**src/rtl/irq_agg_pkg.sv**
```systemverilog
package irq_agg_pkg;
   // write target selector carried on wr_kind
   typedef enum logic [1:0] {
      WK_STAT = 2'd0,
      WK_MASK = 2'd1,
      WK_GLB  = 2'd2,
      WK_NONE = 2'd3
   } wr_kind_e;
endpackage

```
**src/rtl/irq_agg_chan.sv**
```systemverilog
module irq_agg_chan #(
   parameter int REG_W    = 8,
   parameter int DONE_BIT = 0,
   parameter int ERR_BIT  = 6
) (
   input  logic             clk,
   input  logic             rst_n,
   input  logic             evt_done,
   input  logic             evt_err,
   input  logic             clr_we,
   input  logic             mask_we,
   input  logic [REG_W-1:0] wr_data,
   output logic [REG_W-1:0] stat_o,
   output logic [REG_W-1:0] mask_o,
   output logic             pend_o
);
   localparam logic [REG_W-1:0] DONE_M = REG_W'(1) << DONE_BIT;
   localparam logic [REG_W-1:0] ERR_M  = REG_W'(1) << ERR_BIT;
   localparam logic [REG_W-1:0] IMPL_M = DONE_M | ERR_M;

   logic [REG_W-1:0] stat_q, stat_d, mask_q, set_v;

   assign set_v = ({REG_W{evt_done}} & DONE_M) | ({REG_W{evt_err}} & ERR_M);

   always_comb begin
      stat_d = stat_q;
      if (clr_we) stat_d = stat_d & ~wr_data;
      stat_d = stat_d | set_v;   // set wins over clear
   end

   always_ff @(posedge clk or negedge rst_n) begin
      if (!rst_n) begin
         stat_q <= '0;
         mask_q <= '0;
      end else begin
         stat_q <= stat_d & IMPL_M;
         if (mask_we) mask_q <= wr_data & IMPL_M;
      end
   end

   assign stat_o = stat_q;
   assign mask_o = mask_q;
   assign pend_o = |(stat_q & mask_q);


   done_set_chk: assert property (@(posedge clk) disable iff (!rst_n)
      evt_done |=> stat_q[DONE_BIT]);


   err_set_wins_chk: assert property (@(posedge clk) disable iff (!rst_n)
      (evt_err && clr_we && wr_data[ERR_BIT]) |=> stat_q[ERR_BIT]);


   done_clr_chk: assert property (@(posedge clk) disable iff (!rst_n)
      (clr_we && wr_data[DONE_BIT] && !evt_done) |=> !stat_q[DONE_BIT]);


   stat_hold_chk: assert property (@(posedge clk) disable iff (!rst_n)
      (!clr_we && !evt_done && !evt_err) |=> $stable(stat_q));


   mask_hold_chk: assert property (@(posedge clk) disable iff (!rst_n)
      !mask_we |=> $stable(mask_q));
endmodule

```
**src/rtl/irq_agg_glb.sv**
```systemverilog
module irq_agg_glb #(
   parameter int GLB_W = 4
) (
   input  logic             clk,
   input  logic             rst_n,
   input  logic [GLB_W-1:0] glb_evt,
   input  logic             clr_we,
   input  logic [GLB_W-1:0] wr_data,
   output logic [GLB_W-1:0] flags_o
);
   logic [GLB_W-1:0] flag_q;

   always_ff @(posedge clk or negedge rst_n) begin
      if (!rst_n) flag_q <= '0;
      else        flag_q <= (clr_we ? (flag_q & ~wr_data) : flag_q) | glb_evt;
   end

   assign flags_o = flag_q;


   glb_wipe_chk: assert property (@(posedge clk) disable iff (!rst_n)
      (clr_we && (&wr_data) && !(|glb_evt)) |=> (flag_q == '0));


   glb_set_chk: assert property (@(posedge clk) disable iff (!rst_n)
      (|glb_evt) |=> ((flag_q & $past(glb_evt)) == $past(glb_evt)));
endmodule

```
**src/rtl/irq_agg_sum.sv**
```systemverilog
module irq_agg_sum #(
   parameter int NUM_CH = 8
) (
   input  logic [NUM_CH-1:0]   pend,
   input  logic                glb_any,
   output logic [NUM_CH/2-1:0] tx_sum,
   output logic [NUM_CH/2-1:0] rx_sum,
   output logic                irq_o
);
   localparam int HALF = NUM_CH / 2;

   for (genvar k = 0; k < HALF; k++) begin : g_pair
      assign tx_sum[k] = pend[2*k];     // even channel: transmit
      assign rx_sum[k] = pend[2*k + 1]; // odd channel: receive
   end

   assign irq_o = (|tx_sum) | (|rx_sum) | glb_any;
endmodule

```
**src/rtl/irq_status_agg.sv**
```systemverilog
module irq_status_agg
   import irq_agg_pkg::*;
#(
   parameter int NUM_CH   = 8,
   parameter int REG_W    = 8,
   parameter int DONE_BIT = 0,
   parameter int ERR_BIT  = 6,
   parameter int GLB_W    = 4,
   localparam int CH_W    = (NUM_CH > 1) ? $clog2(NUM_CH) : 1,
   localparam int HALF    = NUM_CH / 2
) (
   input  logic                    clk,
   input  logic                    rst_n,
   input  logic [NUM_CH-1:0]       evt_done,
   input  logic [NUM_CH-1:0]       evt_err,
   input  logic [GLB_W-1:0]        glb_evt,
   input  logic                    wr_en,
   input  logic [1:0]              wr_kind,
   input  logic [CH_W-1:0]         wr_ch,
   input  logic [REG_W-1:0]        wr_data,
   output logic [NUM_CH*REG_W-1:0] stat_flat,
   output logic [NUM_CH*REG_W-1:0] mask_flat,
   output logic [GLB_W-1:0]        glb_flags,
   output logic [HALF-1:0]         tx_sum,
   output logic [HALF-1:0]         rx_sum,
   output logic                    irq_o
);
   if (NUM_CH < 2 || (NUM_CH % 2) != 0) begin : g_bad_ch
      $error("NUM_CH must be even and at least 2");
   end
   if (DONE_BIT == ERR_BIT || DONE_BIT >= REG_W || ERR_BIT >= REG_W) begin : g_bad_bits
      $error("flag bit positions must differ and fit in REG_W");
   end
   if (GLB_W < 1) begin : g_bad_glb
      $error("GLB_W must be at least 1");
   end

   wr_kind_e         kind;
   logic [NUM_CH-1:0] pend;
   logic             glb_clr;

   assign kind    = wr_kind_e'(wr_kind);
   assign glb_clr = wr_en && (kind == WK_GLB);

   for (genvar c = 0; c < NUM_CH; c++) begin : g_ch
      logic hit;
      assign hit = wr_en && (wr_ch == CH_W'(c));

      irq_agg_chan #(
         .REG_W   (REG_W),
         .DONE_BIT(DONE_BIT),
         .ERR_BIT (ERR_BIT)
      ) chan_i (
         .clk     (clk),
         .rst_n   (rst_n),
         .evt_done(evt_done[c]),
         .evt_err (evt_err[c]),
         .clr_we  (hit && (kind == WK_STAT)),
         .mask_we (hit && (kind == WK_MASK)),
         .wr_data (wr_data),
         .stat_o  (stat_flat[c*REG_W +: REG_W]),
         .mask_o  (mask_flat[c*REG_W +: REG_W]),
         .pend_o  (pend[c])
      );
   end

   irq_agg_glb #(.GLB_W(GLB_W)) glb_i (
      .clk    (clk),
      .rst_n  (rst_n),
      .glb_evt(glb_evt),
      .clr_we (glb_clr),
      .wr_data(wr_data[GLB_W-1:0]),
      .flags_o(glb_flags)
   );

   irq_agg_sum #(.NUM_CH(NUM_CH)) sum_i (
      .pend   (pend),
      .glb_any(|glb_flags),
      .tx_sum (tx_sum),
      .rx_sum (rx_sum),
      .irq_o  (irq_o)
   );


   irq_drop_chk: assert property (@(posedge clk) disable iff (!rst_n)
      (!(|stat_flat) && !(|glb_flags)) |-> !irq_o);


   err_masked_chk: assert property (@(posedge clk) disable iff (!rst_n)
      (!(|(stat_flat & mask_flat)) && !(|glb_flags)) |-> (!irq_o && tx_sum == '0 && rx_sum == '0));
endmodule

```
**config.mk**
```make
export PLATFORM = sky130hd
export DESIGN_NAME = irq_status_agg
export DESIGN_NICKNAME = d
export VERILOG_FILES = /design/src/rtl/irq_agg_pkg.sv /design/src/rtl/irq_agg_chan.sv /design/src/rtl/irq_agg_glb.sv /design/src/rtl/irq_agg_sum.sv /design/src/rtl/irq_status_agg.sv
export SDC_FILE = /design/constraint.sdc
export NUM_CORES = 1
export LEC_CHECK = 0
export ABC_AREA = 1
export BUFFER_PORTS_ARGS = -buffer_cell sky130_fd_sc_hd__buf_2
export CAP_MARGIN = 20
export CORE_AREA = 2 2 79 96
export DETAILED_ROUTE_END_ITERATION = 8
export DIE_AREA = 0 0 81 98
export GPL_TIMING_DRIVEN = 0
export MAX_ROUTING_LAYER = met4
export PLACE_DENSITY = 0.8
export SLEW_MARGIN = 20
export SYNTH_ARGS = -nofsm -noshare
export SYNTH_HDL_FRONTEND = slang
export SYNTH_SLANG_ARGS = --single-unit
```
**constraint.sdc**
```tcl
create_clock -name clk -period 1 [get_ports clk]
set_clock_uncertainty 0.05 [all_clocks]
set_input_delay 0.2 -clock clk [delete_from_list [all_inputs] [get_ports clk]]
set_output_delay 0.2 -clock clk [all_outputs]
set_load 0.03 [all_outputs]
```
Word level (Yosys, flattened, before mapping)
Index checks and enable logic that the tools add are counted.
{"block": "classes", "n_eq_ne": 9, "n_mux": 9, "n_bitwise": 38, "n_reduce_logical": 38}
{"op": "bitwise AND 7 bit", "n": 16}
{"op": "OR reduction 32 bit", "n": 2}
{"op": "OR reduction 8 bit", "n": 8}
{"op": "2-to-1 mux 7 bit", "n": 8}
{"op": "bitwise OR 1 x 7 -> 7 bit", "n": 8}
{"op": "bitwise OR 7 bit", "n": 8}
{"op": "logical AND 1 bit", "n": 25}
{"op": "== test 3 bit (second input constant)", "n": 4}
{"op": "NOT 7 bit", "n": 1}
{"op": "== test 3 x 2 -> 1 bit (second input constant)", "n": 2}
{"op": "bitwise AND 4 bit", "n": 1}
{"op": "2-to-1 mux 4 bit", "n": 1}
{"op": "NOT 4 bit", "n": 1}
{"op": "bitwise OR 4 bit", "n": 1}
{"op": "OR reduction 4 bit", "n": 1}
{"op": "== test 3 x 1 -> 1 bit (second input constant)", "n": 1}
{"op": "logical NOT 3 bit", "n": 1}
{"op": "== test 2 x 1 -> 1 bit (second input constant)", "n": 1}
{"op": "== test 2 bit (second input constant)", "n": 1}
{"op": "logical NOT 2 bit", "n": 1}
{"op": "bitwise OR 1 bit", "n": 2}
{"block": "totals", "reg_bits": 36, "input_bits": 36, "out_inout_bits": 141, "wordCells": 111}

Logic depth before layout (Yosys ltp)
{"block": "logic_depth", "ltp_word": 5, "depth_mapped": 6, "mapped_depth_nobuf": 6}

By module
A second synthesis with hierarchy kept.
{"block": "hier_totals", "hier_cells": 350, "hier_area_um2": 2527.4}
{"module": "irq_agg_chan", "instances": 8, "cells_per_inst": 34, "area_per_inst_um2": 260.2, "seq_area_each_um2": 100.1}
{"module": "irq_status_agg", "instances": 1, "cells_per_inst": 43, "area_per_inst_um2": 195.2, "seq_area_each_um2": 0.0}
{"module": "irq_agg_glb", "instances": 1, "cells_per_inst": 20, "area_per_inst_um2": 160.2, "seq_area_each_um2": 100.1}
{"module": "irq_agg_sum", "instances": 1, "cells_per_inst": 15, "area_per_inst_um2": 90.1, "seq_area_each_um2": 0.0}

Worst setup path after synthesis
No wires, ideal clock.
{"block": "synth_path", "path_kind": "register to output", "from": "register g_ch[0].chan_i.stat_q[0]", "to": "output port irq_o", "arrival_ns": 1.059, "setup_slack_ns": -0.309, "stages_incl_launch_ff": 7, "path_buffers": 0, "path_cell_list": "dfrtp_1 -> nand2_1 -> nand2_1 -> nor2_1 -> nand2_1 -> nor2_1 -> nand2_1"}
{"block": "synth_between", "elab_chain_cells": 4}
{"item": "from (decl)", "line": "irq_agg_chan.sv:21", "text": "logic [REG_W-1:0] stat_q, stat_d, mask_q, set_v;"}
{"item": "from (signal assigned)", "line": "irq_agg_chan.sv:36", "text": "stat_q <= stat_d & IMPL_M;"}
{"item": "bitwise AND 7 bit", "line": "irq_agg_chan.sv:43", "text": "assign pend_o = |(stat_q & mask_q);"}
{"item": "OR reduction 32 bit", "line": "irq_agg_sum.sv:17", "text": "assign irq_o = (|tx_sum) | (|rx_sum) | glb_any;"}
{"item": "bitwise OR 1 bit (2 in series)", "line": "irq_agg_sum.sv:17"}
{"item": "to (decl)", "line": "irq_status_agg.sv:26", "text": "output logic irq_o"}
No other way between the ends.

Worst setup path after layout
Ends and elaborated chain as after synthesis.

==> results.md <==
- Outcome: finished with violations
- Failing checks: negative hold slack, negative setup slack
- Max-slew violations: 0
- Final setup viols: 54
- Setup crit start kind: flop
- Synth top area cells: dfrtp_1 (35%), buf_4 (30%), nand2_1 (12%)
- IO Port Bufs: 77
- # rows: 34
- Max incr delay on CP: 0.43 ns
- Gr ovfl total: 0
- Gate count after technology mapping: 323
- Buffers & Inverters on Critical Path: 1
- Initial antenna violation count: 0
- CP max FO: 2
- ANT cells: 0
- Cell Area, Placed: 3510 µm²
- Die width: 81 µm
- Crit path DAT: approximately 1.4 ns
- CP delay by family, top: simple AND/OR/NAND/NOR gates
- Fin. Hold Viols: 36
- Synth Register Bits: 36
- CP required: ~0.75 ns
- CP endpoint kind: output port
- Syn Std Cell Area: 2610 µm²
- Vias in the first global route: 2477
- Layout Nets: 590
- Max Cap Viol: 0
- Layout area overhead: 75.0%
- Hold Path Class: input port to asynchronous set/reset pin
- Peak supply drop: 0.667 mV
- Die H: roughly 100 µm
- CTS tree: done
- Worst path most repeated cell: nand2_2
- Synthesized area per cell: 8.07 µm²
- CTS Sinks: 36
- Clk buf depth: 2
- F_max: around 0.62 GHz
- Design area: 4560 µm²
- Power Dens Cells: around 1300 nW/µm²
- Pre-Repair DR Iteration Count: 4
- Slowest CP cell: dfrtp_2
- CORE AREA: 7060 µm²
- DR iter-0 viols: 46
- Total Routing Usage GR: 0.191
- Worst-path cell chain: nand2_2 > nand2_4 > nor2_4 > nand2_2 > nor2_4 > nand2_2 > buf_6
- Post-route DRC: 0
- Starting density of the core: 0.369
- Drt via density: 4.06
- Warnings, synthesis: 0
- Worst slew pin tran: approximately 0.84 ns
- Fin crit share: 1.61
- Most common cell after layout, fill and taps aside: buf_4
- Ports: 177
- Final wirelength: 7830 µm
- Worst hold slack: -0.0404 ns
- Commonest non-fill, non-tap cells in the layout: buf_4 (109), conb_1 (96), buf_6 (93)
- CTS buffer count: 5
- Largest net degree at the start of global routing: 37
- Crit path kind: flop to output port
- Root buffer cell: clkbuf_8
- Post-DP HPWL: 5090 µm
- Vias: 2618
- Sequential area share after synthesis: 0.346
- Fin crit period: roughly 1.6 ns
- First-pass GRT wire length: 11300 µm
- Number of antenna-violating nets in the routed design: 0
- Synth top area share: 0.346
- CTS H-tree lvls: 2
- Wire per inst: roughly 12 µm
- Reg2Reg Depth: 6
- Placer congestion estimate: approximately 0.73
- RSZ-0062 raised after global routing: true
- Logic depth of the worst path, buffers included: 7
- Share of cells above drive strength 1: 0.584
- Worst-skew pair later-pin latency: between 0.2 and 0.3 ns
- Total die area: 7940 µm²
- Leakage: 2.47 nW
- CTS clk-pin slew, worst paths: roughly 0.07 ns
- Final setup margin: -0.608 ns
- Yosys top cell by area: dfrtp_1
- Slew headroom: 0.439
- Total power: 0.00601 W
- Synth unique cells: 20
==> state kept, by name (all words and copies together), names as in the netlist <==
signal / count
g_ch.chan_i.mask_o: 16
g_ch.chan_i.stat_o: 16
glb_i.flags_o: 4
==> repair_timing <==
action,4_1_cts,5_1_grt
gates cloned,0,0
pin swaps,19,23
buffers inserted,35,36
hold endpoints to repair,36,0
setup endpoints to repair,65,54
gates resized for setup,135,55
==> metrics by stage <==
step                       util  setup TNS, ns  setup slack, ns  cells
after floorplan               -         -0.333           -0.234    418
after global placement    0.498         -10.55           -0.453    585
after detailed placement  0.498         -12.25           -0.472    585
after CTS                 0.603         -10.21           -0.649    624
after global routing      0.646         -13.75           -0.693    645
final                     0.646         -11.87           -0.608    645
==> cell families after synthesis <==
| family | after synthesis | share of synthesized area |
|---|---|---|
| flip-flops | 36 | 0.346 |
| AO/OA/AOI/OAI | 24 | 0.0499 |
| other | 1 | 0.00144 |
| buffers and inverters | 123 | 0.328 |
| AND/OR/NAND/NOR | 139 | 0.275 |
==> synth_stat cells, drive strengths merged <==
cell type and count:
dfrtp 36, a21o 4, clkbuf 2, o21ai 20, nand2 90, inv 15, nor2 18, nand4 5
nand3 5, buf 105, conb 1, clkinv 1, nand3b 20, nor3 1
==> cell type report <==
type / instances / area [µm²]
Buffer: 101 / 757
Sequential cell: 36 / 941
Multi-Input combinational cell: 259 / 1320
Inverter: 16 / 60.1
Tap cell: 90 / 113
Timing Repair Buffer: 135 / 1280
Fill cell: 605 / 2500
Clock buffer: 8 / 90.1
==> path summary, 6_finish.rpt <==
check | end | start | slack, ns
setup / recovery | irq_o | g_ch[0].chan_i.stat_o[0] | -0.61
hold / removal | g_ch[0].chan_i.mask_o[0] | rst_n | -0.04
setup reg to reg | g_ch[2].chan_i.stat_o[6] | g_ch[2].chan_i.stat_o[6] | -0.20
hold reg to reg | g_ch[7].chan_i.stat_o[0] | g_ch[7].chan_i.stat_o[0] | 0.48
max in group asynchronous | g_ch[7].chan_i.mask_o[6] | rst_n | 0.36
min in group clk | glb_i.flags_o[1] | glb_evt[1] | 0.03
==> layer usage <==
layer	vias to the layer above	part of all wire	global-route usage
met1	1173	0.37	0.210
met2	144	0.53	0.334
met5	-	0	-
li1	1280	-	-
met3	21	0.081	0.0351
met4	0	0.027	0.0769
==> power by group <==
part           switching [W]  total, W  leakage [nW]  internal (W)
logic                0.00173   0.00318          2.06       0.00145
registers           0.000125   0.00174         0.358       0.00161
clock network       0.000520   0.00108        0.0455      0.000562
Power figures use the tool's default switching activity.
